<file path="config.mk">
export PLATFORM = sky130hd
export DESIGN_NAME = dma2ch_top
export DESIGN_NICKNAME = d
export VERILOG_FILES = /design/src/rtl/dma2ch_pkg.sv /design/src/rtl/dma2ch_arb.sv /design/src/rtl/dma2ch_chan.sv /design/src/rtl/dma2ch_top.sv
export SDC_FILE = /design/constraint.sdc
export NUM_CORES = 1
export LEC_CHECK = 0
export BUFFER_PORTS_ARGS = -buffer_cell sky130_fd_sc_hd__buf_2
export CAP_MARGIN = 5
export CORE_ASPECT_RATIO = 0.75
export CORE_MARGIN = 4
export CORE_UTILIZATION = 45
export CTS_CLUSTER_DIAMETER = 80
export DETAILED_ROUTE_END_ITERATION = 8
export GPL_TIMING_DRIVEN = 0
export PLACE_DENSITY_LB_ADDON = 0.08
export SKIP_CTS_REPAIR_TIMING = 1
export SYNTH_ARGS = -nofsm -noshare
export SYNTH_HDL_FRONTEND = slang
export SYNTH_SLANG_ARGS = --single-unit
</file>
<file path="constraint.sdc">
create_clock -name clk -period 2.7 [get_ports clk]
set_clock_uncertainty 0.05 [all_clocks]
set_input_delay 0.27 -clock clk [delete_from_list [all_inputs] [get_ports clk]]
set_output_delay 0.27 -clock clk [all_outputs]
set_load 0.03 [all_outputs]
</file>
<file path="src/rtl/dma2ch_pkg.sv">
package dma2ch_pkg;

   typedef enum logic [2:0] {
      FLD_CTRL  = 3'd0,
      FLD_MODE  = 3'd1,
      FLD_PADDR = 3'd2,
      FLD_MADDR = 3'd3,
      FLD_COUNT = 3'd4
   } fld_e;

   typedef enum logic {
      ST_IDLE,
      ST_REQ
   } ch_state_e;

   localparam int FLD_W     = 3;
   localparam int CTRL_EN   = 0;
   localparam int CTRL_ARM  = 1;
   localparam int CTRL_SW   = 2;
   localparam int MODE_DIR  = 0;
   localparam int MODE_WIDE = 1;
   localparam int MODE_SEL  = 4;

endpackage

</file>
<file path="src/rtl/dma2ch_arb.sv">
module dma2ch_arb #(
   parameter int NCH = 2
) (
   input  logic                    clk,
   input  logic                    rst_n,
   input  logic [NCH-1:0]          req,
   input  logic                    gnt_in,
   output logic [NCH-1:0]          gnt,
   output logic [$clog2(NCH)-1:0]  sel
);
   localparam int CH_W = $clog2(NCH);

   // fixed priority: lowest index wins
   always_comb begin
      logic found;
      found = 1'b0;
      gnt   = '0;
      sel   = '0;
      for (int c = 0; c < NCH; c++) begin
         if (req[c] && !found) begin
            found  = 1'b1;
            sel    = CH_W'(c);
            gnt[c] = gnt_in;
         end
      end
   end

   assert_one_grant_R9: assert property (@(posedge clk) disable iff (!rst_n)
      $onehot0(gnt));

   assert_prio_R9: assert property (@(posedge clk) disable iff (!rst_n)
      req[0] |-> !gnt[NCH-1:1]);

endmodule

</file>
<file path="src/rtl/dma2ch_chan.sv">
module dma2ch_chan
   import dma2ch_pkg::*;
#(
   parameter int AW    = 16,
   parameter int CW    = 16,
   parameter int DW    = 16,
   parameter int SRC_N = 16
) (
   input  logic             clk,
   input  logic             rst_n,
   input  logic             wr_en,
   input  fld_e             wr_fld,
   input  logic [DW-1:0]    wr_data,
   input  fld_e             rd_fld,
   output logic [DW-1:0]    rd_data,
   input  logic [SRC_N-1:0] hw_src,
   input  logic             gnt,
   output logic             req,
   output logic [AW-1:0]    src_addr,
   output logic [AW-1:0]    dst_addr,
   output logic             wide,
   output logic             done
);
   localparam int SEL_W = $clog2(SRC_N);

   logic             en_q, arm_q, sw_q, dir_q, wide_q, pend_q, done_q;
   logic [SEL_W-1:0] sel_q;
   logic [AW-1:0]    paddr_q, maddr_q;
   logic [CW-1:0]    cnt_q;
   ch_state_e        state_q;

   logic ctrl_wr, cfg_wr, keep_armed, trig, xfer, last;
   logic [AW-1:0] step;

   assign ctrl_wr    = wr_en && (wr_fld == FLD_CTRL);
   assign cfg_wr     = wr_en && (wr_fld != FLD_CTRL) && en_q;
   assign keep_armed = wr_data[CTRL_EN] && wr_data[CTRL_ARM];
   assign trig       = arm_q && (sw_q || hw_src[sel_q]);
   assign xfer       = (state_q == ST_REQ) && gnt;
   assign last       = xfer && (cnt_q == CW'(1));
   assign step       = wide_q ? AW'(2) : AW'(1);

   always_ff @(posedge clk) begin
      if (!rst_n) begin
         en_q    <= 1'b0;
         arm_q   <= 1'b0;
         sw_q    <= 1'b0;
         dir_q   <= 1'b0;
         wide_q  <= 1'b0;
         sel_q   <= '0;
         paddr_q <= '0;
         maddr_q <= '0;
         cnt_q   <= '0;
         pend_q  <= 1'b0;
         done_q  <= 1'b0;
         state_q <= ST_IDLE;
      end else begin
         sw_q   <= ctrl_wr && wr_data[CTRL_EN] && wr_data[CTRL_SW];
         done_q <= last;
         if (ctrl_wr) en_q <= wr_data[CTRL_EN];
         if (last)         arm_q <= 1'b0;
         else if (ctrl_wr) arm_q <= keep_armed;
         if (cfg_wr && wr_fld == FLD_MODE) begin
            dir_q  <= wr_data[MODE_DIR];
            wide_q <= wr_data[MODE_WIDE];
            sel_q  <= wr_data[MODE_SEL +: SEL_W];
         end
         if (cfg_wr && wr_fld == FLD_PADDR) paddr_q <= wr_data[AW-1:0];
         if (xfer)                               maddr_q <= maddr_q + step;
         else if (cfg_wr && wr_fld == FLD_MADDR) maddr_q <= wr_data[AW-1:0];
         if (xfer)                               cnt_q <= cnt_q - CW'(1);
         else if (cfg_wr && wr_fld == FLD_COUNT) cnt_q <= wr_data[CW-1:0];

         if (ctrl_wr && !keep_armed) begin
            state_q <= ST_IDLE;
            pend_q  <= 1'b0;
         end else begin
            case (state_q)
               ST_IDLE: if (trig) state_q <= ST_REQ;
               ST_REQ: begin
                  if (xfer) begin
                     if (last) begin
                        state_q <= ST_IDLE;
                     end else if (pend_q || trig) begin
                        state_q <= ST_REQ;
                     end else begin
                        state_q <= ST_IDLE;
                     end
                     pend_q <= 1'b0;
                  end else begin
                     pend_q <= pend_q || trig;
                  end
               end
               default: state_q <= ST_IDLE;
            endcase
         end
      end
   end

   assign req      = (state_q == ST_REQ);
   assign src_addr = dir_q ? maddr_q : paddr_q;
   assign dst_addr = dir_q ? paddr_q : maddr_q;
   assign wide     = wide_q;
   assign done     = done_q;

   always_comb begin
      rd_data = '0;
      case (rd_fld)
         FLD_CTRL: begin
            rd_data[CTRL_EN]  = en_q;
            rd_data[CTRL_ARM] = arm_q;
            rd_data[CTRL_SW]  = sw_q;
         end
         FLD_MODE: begin
            rd_data[MODE_DIR]            = dir_q;
            rd_data[MODE_WIDE]           = wide_q;
            rd_data[MODE_SEL +: SEL_W]   = sel_q;
         end
         FLD_PADDR: rd_data[AW-1:0] = paddr_q;
         FLD_MADDR: rd_data[AW-1:0] = maddr_q;
         FLD_COUNT: rd_data[CW-1:0] = cnt_q;
         default:   rd_data = '0;
      endcase
   end

   assert_req_armed_R3: assert property (@(posedge clk) disable iff (!rst_n)
      req |-> arm_q);

   assert_req_held_R5: assert property (@(posedge clk) disable iff (!rst_n)
      req && !gnt && !ctrl_wr |=> req);

   assert_cnt_step_R6: assert property (@(posedge clk) disable iff (!rst_n)
      xfer |=> cnt_q == $past(cnt_q) - CW'(1));

   assert_maddr_step_R6: assert property (@(posedge clk) disable iff (!rst_n)
      xfer |=> maddr_q == $past(maddr_q) + ($past(wide_q) ? AW'(2) : AW'(1)));

   assert_paddr_fixed_R6: assert property (@(posedge clk) disable iff (!rst_n)
      xfer && !cfg_wr |=> $stable(paddr_q));

   assert_done_pulse_R7: assert property (@(posedge clk) disable iff (!rst_n)
      done |=> !done);

   assert_done_disarmed_R7: assert property (@(posedge clk) disable iff (!rst_n)
      done |-> !arm_q);

   assert_no_req_disabled_R12: assert property (@(posedge clk) disable iff (!rst_n)
      !en_q |-> !req);

endmodule

</file>
<file path="src/rtl/dma2ch_top.sv">
module dma2ch_top
   import dma2ch_pkg::*;
#(
   parameter int NCH   = 2,
   parameter int AW    = 16,
   parameter int CW    = 16,
   parameter int DW    = 16,
   parameter int SRC_N = 16
) (
   input  logic                      clk,
   input  logic                      rst_n,
   input  logic                      reg_we,
   input  logic [$clog2(NCH)+2:0]    reg_addr,
   input  logic [DW-1:0]             reg_wdata,
   output logic [DW-1:0]             reg_rdata,
   input  logic [SRC_N-1:0]          hw_irq,
   output logic                      bus_req,
   input  logic                      bus_gnt,
   output logic [AW-1:0]             bus_src,
   output logic [AW-1:0]             bus_dst,
   output logic                      bus_wide,
   output logic [NCH-1:0]            done_irq
);
   localparam int CH_W  = $clog2(NCH);
   localparam int RA_W  = CH_W + FLD_W;
   localparam int SEL_W = $clog2(SRC_N);

   if (NCH < 2)                 begin : g_bad_nch  $error("NCH must be at least 2"); end
   if (DW < AW || DW < CW)      begin : g_bad_dw   $error("DW must hold an address and a count"); end
   if (SRC_N != (1 << SEL_W))   begin : g_bad_src  $error("SRC_N must be a power of two"); end
   if (DW < MODE_SEL + SEL_W)   begin : g_bad_sel  $error("DW too narrow for the source select"); end
   if (CW < 2)                  begin : g_bad_cw   $error("CW must be at least 2"); end

   logic [CH_W-1:0] ch_idx;
   fld_e            fld;
   logic [NCH-1:0]  ch_req, ch_gnt, ch_wide;
   logic [AW-1:0]   ch_src [NCH];
   logic [AW-1:0]   ch_dst [NCH];
   logic [DW-1:0]   ch_rd  [NCH];
   logic [CH_W-1:0] arb_sel;

   assign ch_idx = reg_addr[RA_W-1:FLD_W];
   assign fld    = fld_e'(reg_addr[FLD_W-1:0]);

   for (genvar g = 0; g < NCH; g++) begin : g_ch
      dma2ch_chan #(
         .AW(AW), .CW(CW), .DW(DW), .SRC_N(SRC_N)
      ) i_chan (
         .clk      (clk),
         .rst_n    (rst_n),
         .wr_en    (reg_we && (ch_idx == CH_W'(g))),
         .wr_fld   (fld),
         .wr_data  (reg_wdata),
         .rd_fld   (fld),
         .rd_data  (ch_rd[g]),
         .hw_src   (hw_irq),
         .gnt      (ch_gnt[g]),
         .req      (ch_req[g]),
         .src_addr (ch_src[g]),
         .dst_addr (ch_dst[g]),
         .wide     (ch_wide[g]),
         .done     (done_irq[g])
      );
   end

   dma2ch_arb #(.NCH(NCH)) i_arb (
      .clk    (clk),
      .rst_n  (rst_n),
      .req    (ch_req),
      .gnt_in (bus_gnt),
      .gnt    (ch_gnt),
      .sel    (arb_sel)
   );

   assign bus_req = |ch_req;

   always_comb begin
      bus_src  = '0;
      bus_dst  = '0;
      bus_wide = 1'b0;
      for (int c = 0; c < NCH; c++) begin
         if (arb_sel == CH_W'(c)) begin
            bus_src  = ch_src[c];
            bus_dst  = ch_dst[c];
            bus_wide = ch_wide[c];
         end
      end
   end

   always_comb begin
      reg_rdata = '0;
      for (int c = 0; c < NCH; c++) begin
         if (ch_idx == CH_W'(c)) reg_rdata = ch_rd[c];
      end
   end

   assert_grant_needs_req_R5: assert property (@(posedge clk) disable iff (!rst_n)
      !bus_req |-> (ch_gnt == '0));

endmodule

</file>
# --- After elaboration in Yosys (flattened, before gate mapping) ---
# Index checks and enable logic that the tools add are counted.
word_totals:
  register_bits: 120
  in_bits: 40
  out_inout_bits: 52
  elab_cells: 135
classes:
  add_sub_neg: 4
  magnitude_cmp: 2
  eq_ne: 6
  muxes: 48
  bitwise_logic: 4
  n_reduce_logical: 47
ops:
  columns: ["cell", "count"]
  rows:
  - ["$mux 16", 15]
  - ["$pmux 8 s3", 2]
  - ["$add 16x16->16", 2]
  - ["$eq 16x1->1 const B", 2]
  - ["$pmux 4 s4", 2]
  - ["$sub 16x1->16 const B", 2]
  - ["$logic_and 1x1->1", 30]
  - ["$pmux 2 s5", 2]
  - ["$mux 1", 17]
  - ["$lt 4x5->1 const B", 2]
  - ["$reduce_or 2->1", 5]
  - ["$bmux 1 s4", 2]
  - ["$pmux 1 s4", 2]
  - ["$reduce_bool 2->1", 4]
  - ["$eq 3x2->1 const B", 2]
  - ["$pmux 1 s3", 2]
  - ["$logic_or 1x1->1", 4]
  - ["$mux 2", 2]
  - ["$not 1->1", 4]
  - ["$pmux 1 s2", 2]
  - ["$eq 3x1->1 const B", 1]
  - ["$eq 3x3->1 const B", 1]
  - ["$logic_not 3->1", 1]
  - ["$reduce_bool 3->1", 1]
  - ["$logic_not 1->1", 2]

# --- Logic depth before layout (Yosys ltp) ---
logic_depth:
  ltp_word: 9
  ltp_mapped: 10
  depth_no_buf: 9

# --- Cells and area by module ---
# Synthesis repeated with hierarchy kept, for this count alone.
hier_totals:
  hier_cells: 1000
  hier_area_um2: 8463.1
by_module_without_submodules:
  columns: ["module", "n_inst", "cells_per_inst", "area_per_inst_um2", "seq_area_each_um2"]
  rows:
  - ["dma2ch_chan (g_ch[0].i_chan)", 1, 473, 3838.7, 1201.2]
  - ["dma2ch_chan (g_ch[1].i_chan)", 1, 466, 3787.4, 1201.2]
  - ["dma2ch_top", 1, 58, 810.8, 0.0]
  - ["dma2ch_arb", 1, 3, 26.3, 0.0]

# --- Worst setup path before layout ---
# No wires, ideal clock.
synth_timing:
  path_kind: "input-to-output"
  startpoint: "input reg_addr[0]"
  endpoint: "output reg_rdata[3]"
  arrival_time_ns: 2.173
  t_required_ns: 2.380
  path_slack_ns: 0.207
  stages: 7
  path_buffers: 3
  path_cell_list: "buf_2 -> buf_2 -> buf_1 -> a21oi_1 -> o22ai_1 -> nand2_1 -> a211oi_1"
synth_between:
  elab_chain_cells: 3
  word_cells_on_any_way: 6
  classes_between: "3 x eq/ne; 3 x mux"
synth_rtl:
  columns: ["item", "line_no", "text"]
  rows:
  - ["from (decl)", "dma2ch_top.sv:13", "input logic [$clog2(NCH)+2:0] reg_addr,"]
  - ["$eq 3x3->1 or $eq 3x2->1 (tied branches)", "dma2ch_chan.sv:108", "case (rd_fld)"]
  - ["$pmux 1 s3", "dma2ch_chan.sv:108", null]
  - ["$mux 16 *", "dma2ch_top.sv:93", "if (ch_idx == CH_W'(c)) reg_rdata = ch_rd[c];"]
  - ["to (decl)", "dma2ch_top.sv:15", "output logic [DW-1:0] reg_rdata,"]
# Mark *: on every way between the ends. The rest lies on a longest branch, timed or not.

# --- Worst setup path in the final report ---
layout_timing:
  startpoint: "register g_ch[0].i_chan.state_q"
  endpoint: "register g_ch[1].i_chan.maddr_q[3]"
layout_between:
  elab_chain_cells: 6
  word_cells_on_any_way: 7
  classes_between: "3 x mux; 4 x reduce/logical"
layout_rtl:
  columns: ["item", "line_no", "text"]
  rows:
  - ["from (decl)", "dma2ch_chan.sv:30", "ch_state_e state_q;"]
  - ["from (signal assigned)", "dma2ch_chan.sv:56", "state_q <= ST_IDLE;"]
  - ["from (signal assigned)", "dma2ch_chan.sv:75", "state_q <= ST_IDLE;"]
  - ["from (signal assigned)", "dma2ch_chan.sv:79", "ST_IDLE: if (trig) state_q <= ST_REQ;"]
  - ["$mux 1 *", "dma2ch_arb.sv:20", "if (req[c] && !found) begin"]
  - ["$logic_not 1->1 *", "dma2ch_arb.sv:20", null]
  - ["$logic_and 1x1->1 *", "dma2ch_arb.sv:20", null]
  - ["$mux 1 *", "dma2ch_arb.sv:20", null]
  - ["$logic_and 1x1->1 *", "dma2ch_chan.sv:39", "assign xfer = (state_q == ST_REQ) && gnt;"]
  - ["$mux 16 or $reduce_bool 2->1 (tied branches)", null, null]
  - ["to (signal assigned)", "dma2ch_chan.sv:69", "if (xfer) maddr_q <= maddr_q + step;"]
  - ["to (signal assigned)", "dma2ch_chan.sv:70", "else if (cfg_wr && wr_fld == FLD_MADDR) maddr_q <= wr_data[AW-1:0];"]
  - ["to (decl)", "dma2ch_chan.sv:28", "logic [AW-1:0] paddr_q, maddr_q;"]
# Marks and branches as above.
# A chain may end at the register's enable or synchronous reset.

==> results by group <==
Run status
  – Status: finished, final reports clean

Worst setup path
  – Setup Crit Path Kind: reg2reg
  – CP max-delay cell: dfxtp_1
  – Critical-path cell list: nand3b_1 > clkbuf_1 > clkbuf_1 > nor2_1 > a222oi_1 > nor2_1
  – Worst Path Max Fanout: 10
  – Crit. End Element: register
  – Crit path DAT: 2.88 ns
  – Worst setup SP type: register
  – Max incr delay on CP: 0.60 ns
  – Crit path max-delay family: buffers and inverters
  – CP bufs+invs: 2
  – WP data required: 2.94 ns

Layout
  – Final Cell Area: 9400 um^2
  – Area delta synth->final: 16.5%
  – Layout cell share with drive strength beyond 1: 0.146
  – Final non-filler cell total: 1427
  – Fillers: 1819
  – Final nets: 1222
  – Antenna diodes: 0

Clock network
  – CTS Root Cell: clkbuf_16
  – Clk pin slew, worst setup/hold paths: 0.06 ns
  – Worst skew pair latency: 0.44 ns
  – Clock buffer count from CTS: 17
  – Sink Count: 120
  – H-tree depth: 4
  – CTS max path bufs: 2
  – CTS tree: built

STA
  – Slew Limit Fails: 0
  – Final worst path period need: 2.64 ns
  – Final-report hold violation count: 0
  – RSZ-0062 raised after global routing: false
  – Final Cycle Share: 0.976
  – Final WS setup: 0.0637 ns
  – Setup_tns: 0 ns
  – Slew Limit Headroom: 0.296
  – Achievable Freq: 379 MHz
  – Worst slew pin tran: 1.05 ns
  – Final-report setup violation count: 0

Power and ir drop
  – Leak pwr: 3.38 nW
  – P_int: 3.24 mW
  – VDD IR max: 255 uV
  – Sw Ratio: 0.280
  – P_sw: 1.26 mW
  – Clock power share: 0.513
  – Power per Cell Area: 478 nW/um^2
  – Gate power share: 0.091
  – Sequential power share: 0.397

Synthesis
  – #FFs+latches synth: 120
  – Post-synth EDFFs: 0
  – Synth top area share: 0.298
  – Synth unique cells: 63
  – Mean Syn Cell Area: 7.54 um^2
  – Synth Warn #: 0
  – Synth area leaders: dfxtp_1 (30%), a21oi_1 (8.4%), mux2i_1 (8.4%)
  – Yosys top cell by area: dfxtp_1
  – Synthesized area: 8070 um^2
  – Syn_nets: 1121
  – Mapped Cells: 1071
  – Post-synth ARST share: 0
  – Seq/Total Area, Yosys: 0.298
  – Top FF cell, synth: dfxtp_1

Floorplanning
  – IO Count: 92
  – Initial Util: 0.458
  – Die height: 124 um
  – DIE AREA: 20200 um^2
  – Core footprint: 17600 um^2
  – DIE WIDTH: 163 um
  – Num rows: 42

Placed design
  – Dpl ws: -0.165 ns
  – IO buf count: 85
  – GP Congestion: 1.02
  – Post-DP HPWL: 26.8 mm
  – Area post-placement: 8800 um^2
  – Placed insts: 1398

Drt
  – WL/cell: 25.3 um
  – # DRC: 0
  – Via Count: 9269
  – Vias per cell: 6.50
  – ANT nets after route: 0
  – Drt pass-1 iters: 5
  – DRT Wirelength: 36.2 mm
  – Number of DRC markers in iteration 0: 1334

Global route
  – GRT Total Usage: 0.353
  – First-pass GRT wire length: 52.5 mm
  – Vias in the first global route: 8178
  – Total grt overflow: 0
  – Initial antenna violation count: 0
  – Pin count of the biggest net entering global routing: 17

Worst hold path
  – Worst min path class: in2reg

Flow run
  – Max cap viols: 0
==> cells in the final DEF (no fill, tap or decap), types with 5 or more instances in the layout <==
master,synthesis,routed
o21ai_0,59,59
nand3b_1,10,10
mux2i_1,68,68
a21o_1,5,5
nor2b_1,37,36
buf_2,7,92
a21oi_1,136,136
nor4_1,13,13
a32oi_1,5,5
o311ai_0,7,7
nand3_1,29,29
mux2_2,8,8
a211oi_1,49,49
nor2_1,95,95
o211ai_1,11,11
inv_1,18,17
a221oi_1,16,16
clkbuf_1,81,69
nand2_1,113,113
a22oi_1,6,6
mux4_2,8,8
a31oi_1,11,11
and3_1,10,9
nor3_1,28,27
dfxtp_1,120,119
and2_1,8,8
or3_1,10,10
clkbuf_16,0,17
ha_1,8,8
a311oi_1,12,12
nand4_1,9,9
clkbuf_2,0,15
==> worst register-to-register path: cells and delay by family, from the launching register on <==
kind	cells	cell delay, ns
AO/OA/AOI/OAI	1	0.31
buffers and inverters	2	1.00
flip-flops	1	0.60
AND/OR/NAND/NOR	3	0.53
==> cells by family after synthesis <==
| logic type | after synthesis | share of synthesized area |
|---|---|---|
| and+or+nand+nor | 386 | 0.234 |
| buffers and inverters | 118 | 0.0569 |
| adders and majority gates | 10 | 0.0174 |
| muxes | 84 | 0.118 |
| DFF | 120 | 0.298 |
| AOI/OAI and AO/OA | 353 | 0.276 |
==> Yosys cell counts (4+ instances only) <==
master	number
o21a_1	4
clkbuf_1	81
nand4_1	9
nand3b_1	10
mux4_2	8
buf_1	10
a311oi_1	12
inv_1	18
and2_1	8
and3_1	10
nor3_1	28
nand2_1	113
a22oi_1	6
o311ai_0	7
a21oi_1	136
buf_2	7
nand3_1	29
a21o_1	5
nor2_1	95
or2_2	4
dfxtp_1	120
or3_1	10
o21ai_0	59
mux2_2	8
nor2b_1	37
a32oi_1	5
nor4_1	13
o211ai_1	11
and3b_1	4
a31oi_1	11
ha_1	8
a211oi_1	49
o22ai_1	4
a221oi_1	16
mux2i_1	68
==> per-stage QoR <==
stage               total power, mW  utilization  hold WS (ns)
floorplan                      2.02            -         0.356
global placement               2.21        0.500         0.424
detailed placement             2.21        0.500         0.418
CTS                            4.46        0.533         0.154
global route                   4.58        0.534         0.154
finish                         4.49        0.534         0.171
==> area by class of cell <==
| cell class | instances | area (um^2) | share of cell area |
|---|---|---|---|
| Clock inverter | 15 | 154 | 0.0164 |
| Buffer | 97 | 399 | 0.0425 |
| Multi-Input combinational cell | 833 | 5220 | 0.556 |
| Tap cell | 242 | 303 | 0.0322 |
| Clock buffer | 17 | 425 | 0.0453 |
| Timing Repair Buffer | 85 | 425 | 0.0453 |
| Sequential cell | 120 | 2400 | 0.256 |
| Inverter | 18 | 67.6 | 0.00719 |
==> flip-flops by register name, indices dropped and copies added (netlist names) <==
register / count
g_ch.i_chan.sel_q: 8
g_ch.i_chan.sw_q: 2
g_ch.i_chan.pend_q: 2
g_ch.i_chan.dir_q: 2
g_ch.i_chan.wide: 2
g_ch.i_chan.arm_q: 2
g_ch.i_chan.cnt_q: 32
g_ch.i_chan.maddr_q: 32
g_ch.i_chan.done: 2
g_ch.i_chan.paddr_q: 32
g_ch.i_chan.en_q: 2
g_ch.i_chan.req: 2
==> per-layer routing <==
layer | part of all wire | vias up | GRT usage
met5 | 0 | - | 0
met1 | 0.43 | 4424 | 0.530
met3 | 0.14 | 71 | 0.0926
li1 | - | 4176 | -
met4 | 0.028 | 0 | 0.108
met2 | 0.40 | 598 | 0.492
==> power groups by stage <==
stage / clock [mW] / combinational [mW] / sequential [mW]
2_1_floorplan: 0 / 0.207 / 1.82
3_3_place_gp: 0 / 0.389 / 1.82
3_5_place_dp: 0 / 0.386 / 1.82
4_1_cts: 2.29 / 0.388 / 1.78
5_1_grt: 2.37 / 0.420 / 1.78
6_report: 2.31 / 0.407 / 1.78
==> final timing paths <==
check	from	to	slack, ns	cells after the start
setup / recovery	g_ch[0].i_chan.req	g_ch[1].i_chan.maddr_q[3]	0.06	6
hold / removal	reg_wdata[13]	g_ch[0].i_chan.cnt_q[13]	0.17	3
setup reg to reg	g_ch[0].i_chan.req	g_ch[1].i_chan.maddr_q[3]	0.06	6
hold reg to reg	g_ch[0].i_chan.paddr_q[1]	g_ch[0].i_chan.paddr_q[1]	0.43	2
(Power assumes the default switching activity.)
